<file path="config.mk">
export PLATFORM = sky130hd
export DESIGN_NAME = dtrace_filter
export DESIGN_NICKNAME = d
export VERILOG_FILES = /design/src/rtl/dtf_pkg.sv /design/src/rtl/dtf_window.sv /design/src/rtl/dtf_pending.sv /design/src/rtl/dtf_fifo.sv /design/src/rtl/dtrace_filter.sv
export SDC_FILE = /design/constraint.sdc
export NUM_CORES = 2
export LEC_CHECK = 0
export ABC_AREA = 0
export BUFFER_PORTS_ARGS = -buffer_cell sky130_fd_sc_hd__buf_2
export CAP_MARGIN = 20
export CORE_MARGIN = 5
export CORE_UTILIZATION = 46
export DETAILED_ROUTE_END_ITERATION = 7
export GPL_ROUTABILITY_DRIVEN = 0
export PLACE_DENSITY_LB_ADDON = 0.1
export SLEW_MARGIN = 20
export SYNTH_ARGS = -nofsm -noshare
export SYNTH_HDL_FRONTEND = slang
export SYNTH_SLANG_ARGS = --single-unit
</file>
<file path="constraint.sdc">
create_clock -name clk -period 5.9 [get_ports clk]
set_input_delay 0 -clock clk [delete_from_list [all_inputs] [get_ports clk]]
set_output_delay 0 -clock clk [all_outputs]
set_load 0.005 [all_outputs]
</file>
<file path="src/rtl/dtf_pkg.sv">
package dtf_pkg;
   typedef enum logic [2:0] {
      TERM_OK    = 3'd0,
      TERM_DERR  = 3'd1,
      TERM_ABORT = 3'd2,
      TERM_AERR  = 3'd3,
      TERM_DSI   = 3'd4,
      TERM_SRST  = 3'd5
   } term_e;
endpackage

</file>
<file path="src/rtl/dtf_window.sv">
module dtf_window #(
   parameter int WW = 23
) (
   input  logic          clk,
   input  logic          rst_n,
   input  logic          we,
   input  logic          en_i,
   input  logic          rd_i,
   input  logic          wr_i,
   input  logic [WW-1:0] lo_i,
   input  logic [WW-1:0] hi_i,
   input  logic [WW-1:0] word,
   input  logic          is_write,
   output logic          hit
);
   logic          en_q, rd_q, wr_q;
   logic [WW-1:0] lo_q, hi_q;
   logic          in_range, dir_ok;

   always_ff @(posedge clk) begin
      if (!rst_n) begin
         en_q <= 1'b0;
         rd_q <= 1'b0;
         wr_q <= 1'b0;
         lo_q <= '0;
         hi_q <= '0;
      end else if (we) begin
         en_q <= en_i;
         rd_q <= rd_i;
         wr_q <= wr_i;
         lo_q <= lo_i;
         hi_q <= hi_i;
      end
   end

   always_comb begin
      in_range = (word >= lo_q) && (word <= hi_q);
      dir_ok   = is_write ? wr_q : rd_q;
      hit      = en_q && in_range && dir_ok;
   end

   // an inverted window can never match
   a_r2_inverted_never: assert property (@(posedge clk) disable iff (!rst_n)
      (lo_q > hi_q) |-> !hit);
   // a disabled window never matches
   a_r3_disabled_quiet: assert property (@(posedge clk) disable iff (!rst_n)
      !en_q |-> !hit);
endmodule

</file>
<file path="src/rtl/dtf_pending.sv">
module dtf_pending
   import dtf_pkg::*;
#(
   parameter int AW = 25,
   parameter int DW = 32
) (
   input  logic          clk,
   input  logic          rst_n,
   input  logic          ap_valid,
   input  logic          ap_hit,
   input  logic          ap_fetch,
   input  logic          ap_self,
   input  logic [AW-1:0] ap_addr,
   input  logic          ap_write,
   input  logic          tm_valid,
   input  logic [2:0]    tm_kind,
   input  logic [DW-1:0] tm_data,
   output logic          push,
   output logic [AW-1:0] push_addr,
   output logic [DW-1:0] push_data,
   output logic          push_write,
   output logic          pend
);
   logic          pend_q, wr_q, take;
   logic [AW-1:0] addr_q;
   term_e         kind;

   assign kind = term_e'(tm_kind);
   assign take = ap_hit && !ap_fetch && !ap_self;

   always_ff @(posedge clk) begin
      if (!rst_n) begin
         pend_q <= 1'b0;
         wr_q   <= 1'b0;
         addr_q <= '0;
      end else begin
         if (tm_valid) pend_q <= 1'b0;
         if (ap_valid) begin
            pend_q <= take;
            addr_q <= ap_addr;
            wr_q   <= ap_write;
         end
      end
   end

   always_comb begin
      push       = tm_valid && pend_q && (kind == TERM_OK);
      push_addr  = addr_q;
      push_data  = tm_data;
      push_write = wr_q;
      pend       = pend_q;
   end

   // termination with nothing outstanding commits nothing
   a_r10_no_pending_no_push: assert property (@(posedge clk) disable iff (!rst_n)
      (tm_valid && !pend_q) |-> !push);
   // only a clean outcome commits
   a_r7_bad_outcome_no_push: assert property (@(posedge clk) disable iff (!rst_n)
      (tm_valid && tm_kind != 3'd0) |-> !push);
   // a fetch or self-issued access never becomes outstanding
   a_r7_fetch_not_held: assert property (@(posedge clk) disable iff (!rst_n)
      (ap_valid && (ap_fetch || ap_self)) |=> !pend_q);
endmodule

</file>
<file path="src/rtl/dtf_fifo.sv">
module dtf_fifo #(
   parameter int W     = 58,
   parameter int DEPTH = 32,
   localparam int PW   = (DEPTH > 1) ? $clog2(DEPTH) : 1
) (
   input  logic         clk,
   input  logic         rst_n,
   input  logic         push,
   input  logic [W-1:0] din,
   input  logic         pop,
   output logic [W-1:0] dout,
   output logic         valid,
   output logic         full,
   output logic [PW:0]  level
);
   logic [W-1:0]  mem [DEPTH];
   logic [PW-1:0] wp, rp;
   logic [PW:0]   cnt;
   logic          do_push, do_pop;

   function automatic logic [PW-1:0] nxt(input logic [PW-1:0] p);
      return (p == PW'(DEPTH - 1)) ? '0 : p + 1'b1;
   endfunction

   always_comb begin
      full    = (cnt == (PW+1)'(DEPTH));
      valid   = (cnt != '0);
      do_push = push && !full;
      do_pop  = pop && valid;
      dout    = mem[rp];
      level   = cnt;
   end

   always_ff @(posedge clk) begin
      if (do_push) mem[wp] <= din;
   end

   always_ff @(posedge clk) begin
      if (!rst_n) begin
         wp  <= '0;
         rp  <= '0;
         cnt <= '0;
      end else begin
         if (do_push) wp <= nxt(wp);
         if (do_pop)  rp <= nxt(rp);
         case ({do_push, do_pop})
            2'b10:   cnt <= cnt + 1'b1;
            2'b01:   cnt <= cnt - 1'b1;
            default: cnt <= cnt;
         endcase
      end
   end

   // occupancy never exceeds capacity
   a_r8_level_bound: assert property (@(posedge clk) disable iff (!rst_n)
      cnt <= (PW+1)'(DEPTH));
   // a stalled head record is held
   a_r8_head_hold: assert property (@(posedge clk) disable iff (!rst_n)
      (valid && !pop) |=> (valid && $stable(dout)));
   // a push into a full queue does not grow it
   a_r9_full_no_grow: assert property (@(posedge clk) disable iff (!rst_n)
      (full && push && !pop) |=> (cnt == $past(cnt)));
endmodule

</file>
<file path="src/rtl/dtrace_filter.sv">
module dtrace_filter
   import dtf_pkg::*;
#(
   parameter int NWIN  = 2,
   parameter int AW    = 25,
   parameter int DW    = 32,
   parameter int DEPTH = 32,
   localparam int WW   = AW - 2,
   localparam int SW   = (NWIN > 1) ? $clog2(NWIN) : 1,
   localparam int RW   = AW + DW + 1,
   localparam int PW   = (DEPTH > 1) ? $clog2(DEPTH) : 1
) (
   input  logic          clk,
   input  logic          rst_n,
   input  logic          cfg_we,
   input  logic [SW-1:0] cfg_sel,
   input  logic          cfg_en,
   input  logic          cfg_rd,
   input  logic          cfg_wr,
   input  logic [WW-1:0] cfg_lo,
   input  logic [WW-1:0] cfg_hi,
   input  logic          ap_valid,
   input  logic [AW-1:0] ap_addr,
   input  logic          ap_write,
   input  logic          ap_fetch,
   input  logic          ap_self,
   input  logic          tm_valid,
   input  logic [2:0]    tm_kind,
   input  logic [DW-1:0] tm_data,
   input  logic          ovf_clr,
   output logic          ovf,
   output logic          out_valid,
   input  logic          out_ready,
   output logic [AW-1:0] out_addr,
   output logic [DW-1:0] out_data,
   output logic          out_write
);
   if (NWIN < 1) begin : g_bad_nwin
      $error("dtrace_filter: NWIN must be at least 1");
   end
   if (AW < 3) begin : g_bad_aw
      $error("dtrace_filter: AW must be at least 3");
   end
   if (DEPTH < 2) begin : g_bad_depth
      $error("dtrace_filter: DEPTH must be at least 2");
   end

   logic [NWIN-1:0] win_hit;
   logic            any_hit;
   logic            push, push_write, pend;
   logic [AW-1:0]   push_addr;
   logic [DW-1:0]   push_data;
   logic [RW-1:0]   rec_in, rec_out;
   logic            q_full;
   logic [PW:0]     q_level;
   logic            ovf_q;

   for (genvar i = 0; i < NWIN; i++) begin : g_win
      dtf_window #(.WW(WW)) u_win (
         .clk      (clk),
         .rst_n    (rst_n),
         .we       (cfg_we && (cfg_sel == SW'(i))),
         .en_i     (cfg_en),
         .rd_i     (cfg_rd),
         .wr_i     (cfg_wr),
         .lo_i     (cfg_lo),
         .hi_i     (cfg_hi),
         .word     (ap_addr[AW-1:2]),
         .is_write (ap_write),
         .hit      (win_hit[i])
      );
   end

   assign any_hit = |win_hit;

   dtf_pending #(.AW(AW), .DW(DW)) u_pend (
      .clk        (clk),
      .rst_n      (rst_n),
      .ap_valid   (ap_valid),
      .ap_hit     (any_hit),
      .ap_fetch   (ap_fetch),
      .ap_self    (ap_self),
      .ap_addr    (ap_addr),
      .ap_write   (ap_write),
      .tm_valid   (tm_valid),
      .tm_kind    (tm_kind),
      .tm_data    (tm_data),
      .push       (push),
      .push_addr  (push_addr),
      .push_data  (push_data),
      .push_write (push_write),
      .pend       (pend)
   );

   assign rec_in = {push_addr, push_data, push_write};

   dtf_fifo #(.W(RW), .DEPTH(DEPTH)) u_q (
      .clk   (clk),
      .rst_n (rst_n),
      .push  (push),
      .din   (rec_in),
      .pop   (out_ready),
      .dout  (rec_out),
      .valid (out_valid),
      .full  (q_full),
      .level (q_level)
   );

   always_ff @(posedge clk) begin
      if (!rst_n)              ovf_q <= 1'b0;
      else if (push && q_full) ovf_q <= 1'b1;
      else if (ovf_clr)        ovf_q <= 1'b0;
   end

   always_comb begin
      ovf       = ovf_q;
      out_addr  = rec_out[RW-1 -: AW];
      out_data  = rec_out[DW:1];
      out_write = rec_out[0];
   end

   // a commit into a full queue raises the flag
   a_r9_ovf_on_drop: assert property (@(posedge clk) disable iff (!rst_n)
      (push && q_full) |=> ovf);
   // the flag holds until cleared
   a_r9_ovf_sticky: assert property (@(posedge clk) disable iff (!rst_n)
      (ovf && !ovf_clr) |=> ovf);
   // a failed termination never adds to the queue
   a_r6_no_growth_on_error: assert property (@(posedge clk) disable iff (!rst_n)
      (tm_valid && tm_kind != 3'd0) |=> (q_level <= $past(q_level)));
   // nothing outstanding means nothing pending to commit
   a_r10_idle_no_growth: assert property (@(posedge clk) disable iff (!rst_n)
      (!pend && !out_ready) |=> (q_level == $past(q_level)));
endmodule

</file>
==> impl_table.tex <==
\begin{tabular}{lr}
\hline
Metric & Value \\
\hline
\multicolumn{2}{l}{\textbf{Global route}} \\
\quad Largest net degree at the start of global routing & $\sim$100 \\
\quad Via count of the first global-routing pass & between 30000 and 40000 \\
\quad Global-route usage over all layers & 20.7\% \\
\quad Final global-route overflow total & 0 \\
\quad Global-route wire length before repair & 272000 microns \\
\quad Initial antenna violation count & 2 \\
\multicolumn{2}{l}{\textbf{Clock tree}} \\
\quad Number of buffers created by CTS & 206 \\
\quad Maximum buffer depth of the clock tree & 3 \\
\quad Clock-pin slew on the worst setup and hold paths & approximately 60 ps \\
\quad Clock latency of the later-clocked register in the worst-skew pair & around 840 ps \\
\quad CTS tree & done \\
\quad Maximum level of the CTS H-tree & 4 \\
\quad Count of cells resized by post-cts repair & 0 \\
\quad Number of post-CTS setup repair buffers & 0 \\
\quad Buffer type at the clock tree root & sky130\_fd\_sc\_hd\_\_clkbuf\_16 \\
\quad Clock sink total & 2003 \\
\quad Hold-fix buffers at CTS & 206 \\
\multicolumn{2}{l}{\textbf{Logic synthesis}} \\
\quad Top flip-flop cell by instance count after synthesis & sky130\_fd\_sc\_hd\_\_edfxtp\_1 \\
\quad Library cell with the largest summed area after synthesis & sky130\_fd\_sc\_hd\_\_edfxtp\_1 \\
\quad Distinct cell type count after synthesis & 54 \\
\quad Parity-gate share of the synthesized area counting xor and xnor cells & less than 1\% \\
\quad Share of flip-flops with an asynchronous set or reset & 0\% \\
\quad Mean instance size in the synthesized netlist & between 20 and 25 sq um \\
\quad Number of synthesized register bits & about 2000 \\
\quad Number of standard cells after synthesis & 3640 \\
\quad Top cell type's share of synthesized area & between 70 and 80\% \\
\quad Share of cell area taken by muxes after synthesis & approximately 18\% \\
\quad Compound-gate portion of the synthesized area & roughly 1.7\% \\
\quad Post-synthesis share of cell area spent on full adders, half adders and majority gates & under 10\% \\
\quad Sequential-to-total area share from yosys stat & 74.9\% \\
\quad Total standard cell area after synthesis & approximately 78000 sq um \\
\quad Main combinational cell family by area after synthesis & multiplexers \\
\quad Count of yosys warnings during synthesis & 0 \\
\quad Post-synthesis share of cell area spent on and, or, nand and nor gates & about 2.2\% \\
\quad EDFF count, synth & around 1900 \\
\quad Net count of the mapped netlist & 3865 \\
\quad Dominant cells by area after synthesis & sky130\_fd\_sc\_hd\_\_edfxtp\_1 (71\%), sky130\_fd\_sc\_hd\_\_mux4\_2 (17\%), sky130\_fd\_sc\_hd\_\_dfxtp\_1 (3.8\%) \\
\multicolumn{2}{l}{\textbf{Setup path}} \\
\quad Category of the critical setup timing path & flop to flop \\
\quad Worst Path Arrival & 4880 ps \\
\quad Longest individual stage delay on the worst path & $\sim$850 ps \\
\quad CP dominant cell by count & sky130\_fd\_sc\_hd\_\_nand2\_1 \\
\quad Nature of the critical path startpoint & flop \\
\quad Data required time of the worst path & about 6400 ps \\
\quad Type of element capturing the critical path & flop \\
\quad CP max FO & 20 \\
\quad Cell-by-cell trace of the critical path & nand2\_1, or4\_1, dlygate4sd3\_1, a21oi\_2, nand2\_1, nor2\_4, buf\_4 \\
\quad Cell with the largest stage delay on the worst path & sky130\_fd\_sc\_hd\_\_nor2\_4 \\
\multicolumn{2}{l}{\textbf{Run status}} \\
\quad Status & complete, no violations \\
\multicolumn{2}{l}{\textbf{STA}} \\
\quad Worst-case clock skew & about 26 ps \\
\quad Max-Slew Margin vs Limit & between 10\% and 20\% \\
\quad Min Tclk post-route & roughly 4400 ps \\
\quad Highest Clock Rate & between 200 and 250 MHz \\
\quad Final setup fails & 0 \\
\quad Number of hold-slack violations in the final timing report & 0 \\
\quad Worst Max-Slew Pin Slew & between 1000 and 1500 ps \\
\quad Setup repair after global routing missed its margin & no \\
\quad Max-slew violation count & 0 \\
\quad Summed negative setup slack over all endpoints & 0 ps \\
\quad Final worst-path cycle share & between 70\% and 80\% \\
\multicolumn{2}{l}{\textbf{Die}} \\
\quad Area enclosed by the die boundary & about 180000 sq um \\
\quad Placeable Area & about 170000 sq um \\
\quad Horizontal die dimension & between 400 and 500 microns \\
\quad Overall die height & between 400 and 500 microns \\
\quad Ports & 180 \\
\quad Standard-cell row count & 151 \\
\quad Starting density of the core & 46.3\% \\
\multicolumn{2}{l}{\textbf{Cells and area}} \\
\quad Fill cell total of the finished layout & 13100 \\
\quad Most common library cell in the layout ignoring fill and taps & sky130\_fd\_sc\_hd\_\_edfxtp\_1 \\
\quad Area growth, synth to finish & 16.4\% \\
\quad Number of nets at the end of the flow & 4377 \\
\quad Ratio of cells with drive above 1 in the final layout & between 20\% and 30\% \\
\quad Most frequent cells in the layout & sky130\_fd\_sc\_hd\_\_edfxtp\_1 (1856), sky130\_fd\_sc\_hd\_\_mux4\_2 (580), sky130\_fd\_sc\_hd\_\_nand2\_1 (227) \\
\quad Final std cells w/o fill & about 6500 \\
\multicolumn{2}{l}{\textbf{Routing}} \\
\quad Post-detailed-route via-to-cell ratio & $\sim$5.7 \\
\quad Total Wirelength & between 150000 and 200000 microns \\
\quad Detailed-routing iteration count for the pre-antenna-repair pass & 7 \\
\quad Antenna Violating Nets Remaining & 0 \\
\quad Average wire per cell in the routed design & 28.2 microns \\
\quad Vias & roughly 37000 \\
\quad DRC viols & 0 \\
\quad Detailed router's first-iteration violation count & 3197 \\
\multicolumn{2}{l}{\textbf{Pwr}} \\
\quad Static Leak & roughly 28 nW \\
\quad Power Dens Cells & 316 nW/um\^{}2 \\
\quad Post-route total power & about 29 mW \\
\quad Highest ir drop seen on vdd & about 290 uV \\
\multicolumn{2}{l}{\textbf{Placed design}} \\
\quad Detailed Place HPWL & $\sim$100000 microns \\
\quad Port buffer count & approximately 180 \\
\quad Cell total after placement & between 5000 and 6000 \\
\multicolumn{2}{l}{\textbf{Hold path}} \\
\quad Kind of path behind the tightest hold check & input pin to flop \\
\multicolumn{2}{l}{\textbf{Job}} \\
\quad Number of max-cap violations & 0 \\
\hline
\end{tabular}
registers in the layout (all words and copies together), names as in the netlist, named ones only:
signal             cells
g_win.u_win.en_q       2
g_win.u_win.hi_q      46
g_win.u_win.lo_q      46
g_win.u_win.rd_q       2
g_win.u_win.wr_q       2
ovf                    1
u_pend.pend            1
u_pend.push_addr      25
u_pend.push_write      1
u_q.level              6
u_q.mem             1856
u_q.rp                 5
u_q.wp                 5
synthesized netlist by cell type (3+ instances only):
| cell | n |
|---|---|
| sky130_fd_sc_hd__xnor2_1 | 3 |
| sky130_fd_sc_hd__mux2i_1 | 29 |
| sky130_fd_sc_hd__nand3_1 | 17 |
| sky130_fd_sc_hd__dfxtp_1 | 147 |
| sky130_fd_sc_hd__nand2b_1 | 5 |
| sky130_fd_sc_hd__and2_1 | 9 |
| sky130_fd_sc_hd__a211oi_1 | 6 |
| sky130_fd_sc_hd__ha_1 | 104 |
| sky130_fd_sc_hd__buf_4 | 26 |
| sky130_fd_sc_hd__o21ai_0 | 19 |
| sky130_fd_sc_hd__a21oi_1 | 36 |
| sky130_fd_sc_hd__edfxtp_1 | 1856 |
| sky130_fd_sc_hd__a21o_1 | 9 |
| sky130_fd_sc_hd__nand4_1 | 15 |
| sky130_fd_sc_hd__buf_6 | 5 |
| sky130_fd_sc_hd__a31oi_1 | 4 |
| sky130_fd_sc_hd__clkbuf_1 | 109 |
| sky130_fd_sc_hd__inv_1 | 101 |
| sky130_fd_sc_hd__or4_1 | 3 |
| sky130_fd_sc_hd__nor4_1 | 3 |
| sky130_fd_sc_hd__or3_1 | 3 |
| sky130_fd_sc_hd__nor2_1 | 50 |
| sky130_fd_sc_hd__mux2_2 | 60 |
| sky130_fd_sc_hd__nor2b_1 | 31 |
| sky130_fd_sc_hd__a21boi_0 | 105 |
| sky130_fd_sc_hd__nor3_1 | 3 |
| sky130_fd_sc_hd__nand2_1 | 227 |
| sky130_fd_sc_hd__buf_1 | 14 |
| sky130_fd_sc_hd__nand3b_1 | 5 |
| sky130_fd_sc_hd__buf_2 | 25 |
| sky130_fd_sc_hd__mux4_2 | 580 |
stage by stage:
step	util [%]	worst slack, ps	area (sq um)	hold slack [ps]
final	53.9	1470	91200	227
after detailed placement	48.8	2010	82500	271
after floorplan	-	1660	78300	98.9
after global placement	48.7	2000	82500	266
after CTS	53.9	1420	91200	154
after global routing	53.9	1310	91200	222
final timing paths:
kind                      startpoint                       to  slack (ps)  cells past startpoint
min                       tm_data[2]           u_q.mem[30][3]         230                      2
max                      u_pend.pend          u_q.mem[29][10]        1470                      7
max reg2reg              u_pend.pend          u_q.mem[29][10]        1470                      7
min reg2reg  g_win[0].u_win.hi_q[12]  g_win[0].u_win.hi_q[12]         460                      2
cells by family after synthesis:
kind of cell,count (synthesis)
adders and majority gates,105
xor gates and xnor gates,5
and+or+nand+nor,382
AOI/OAI and AO/OA,196
muxes,669
DFF,2003
buffers and inverters,280
final cells by class:
cell class	count	area (sq um)	area share, %
flip-flops and latches	2003	58700	64.4
multi-input cells	1357	18700	20.5
clock buffers	257	5390	5.91
repair buffers	483	4060	4.45
well taps	2218	2780	3.04
clock inverters	120	1190	1.31
inverters	101	379	0.416
diodes	2	5.00	0.00549
per-layer routing:
layer  global-route usage [%]  routed length, microns  vias to the layer above
li1                         -                       -                    16100
met1                     29.7                   81100                    20100
met2                     33.4                   89600                     1023
met3                     3.62                    9650                      235
met4                     5.20                    3860                        0
met5                        0                       0                        -
power by group:
group	switching, mW	internal [mW]
sequential	0.0887	15.5
combinational	0.328	0.227
clock	5.41	7.23
total	5.83	23.0
worst max-delay path, delay by kind of cell, from the launching register on:
kind / cells / cell delay [ps]
AO/OA/AOI/OAI: 1 / 450
AND/OR/NAND/NOR: 4 / 2040
flip-flops: 1 / 320
buffers and inverters: 2 / 1160
(Power assumes the default switching activity.)
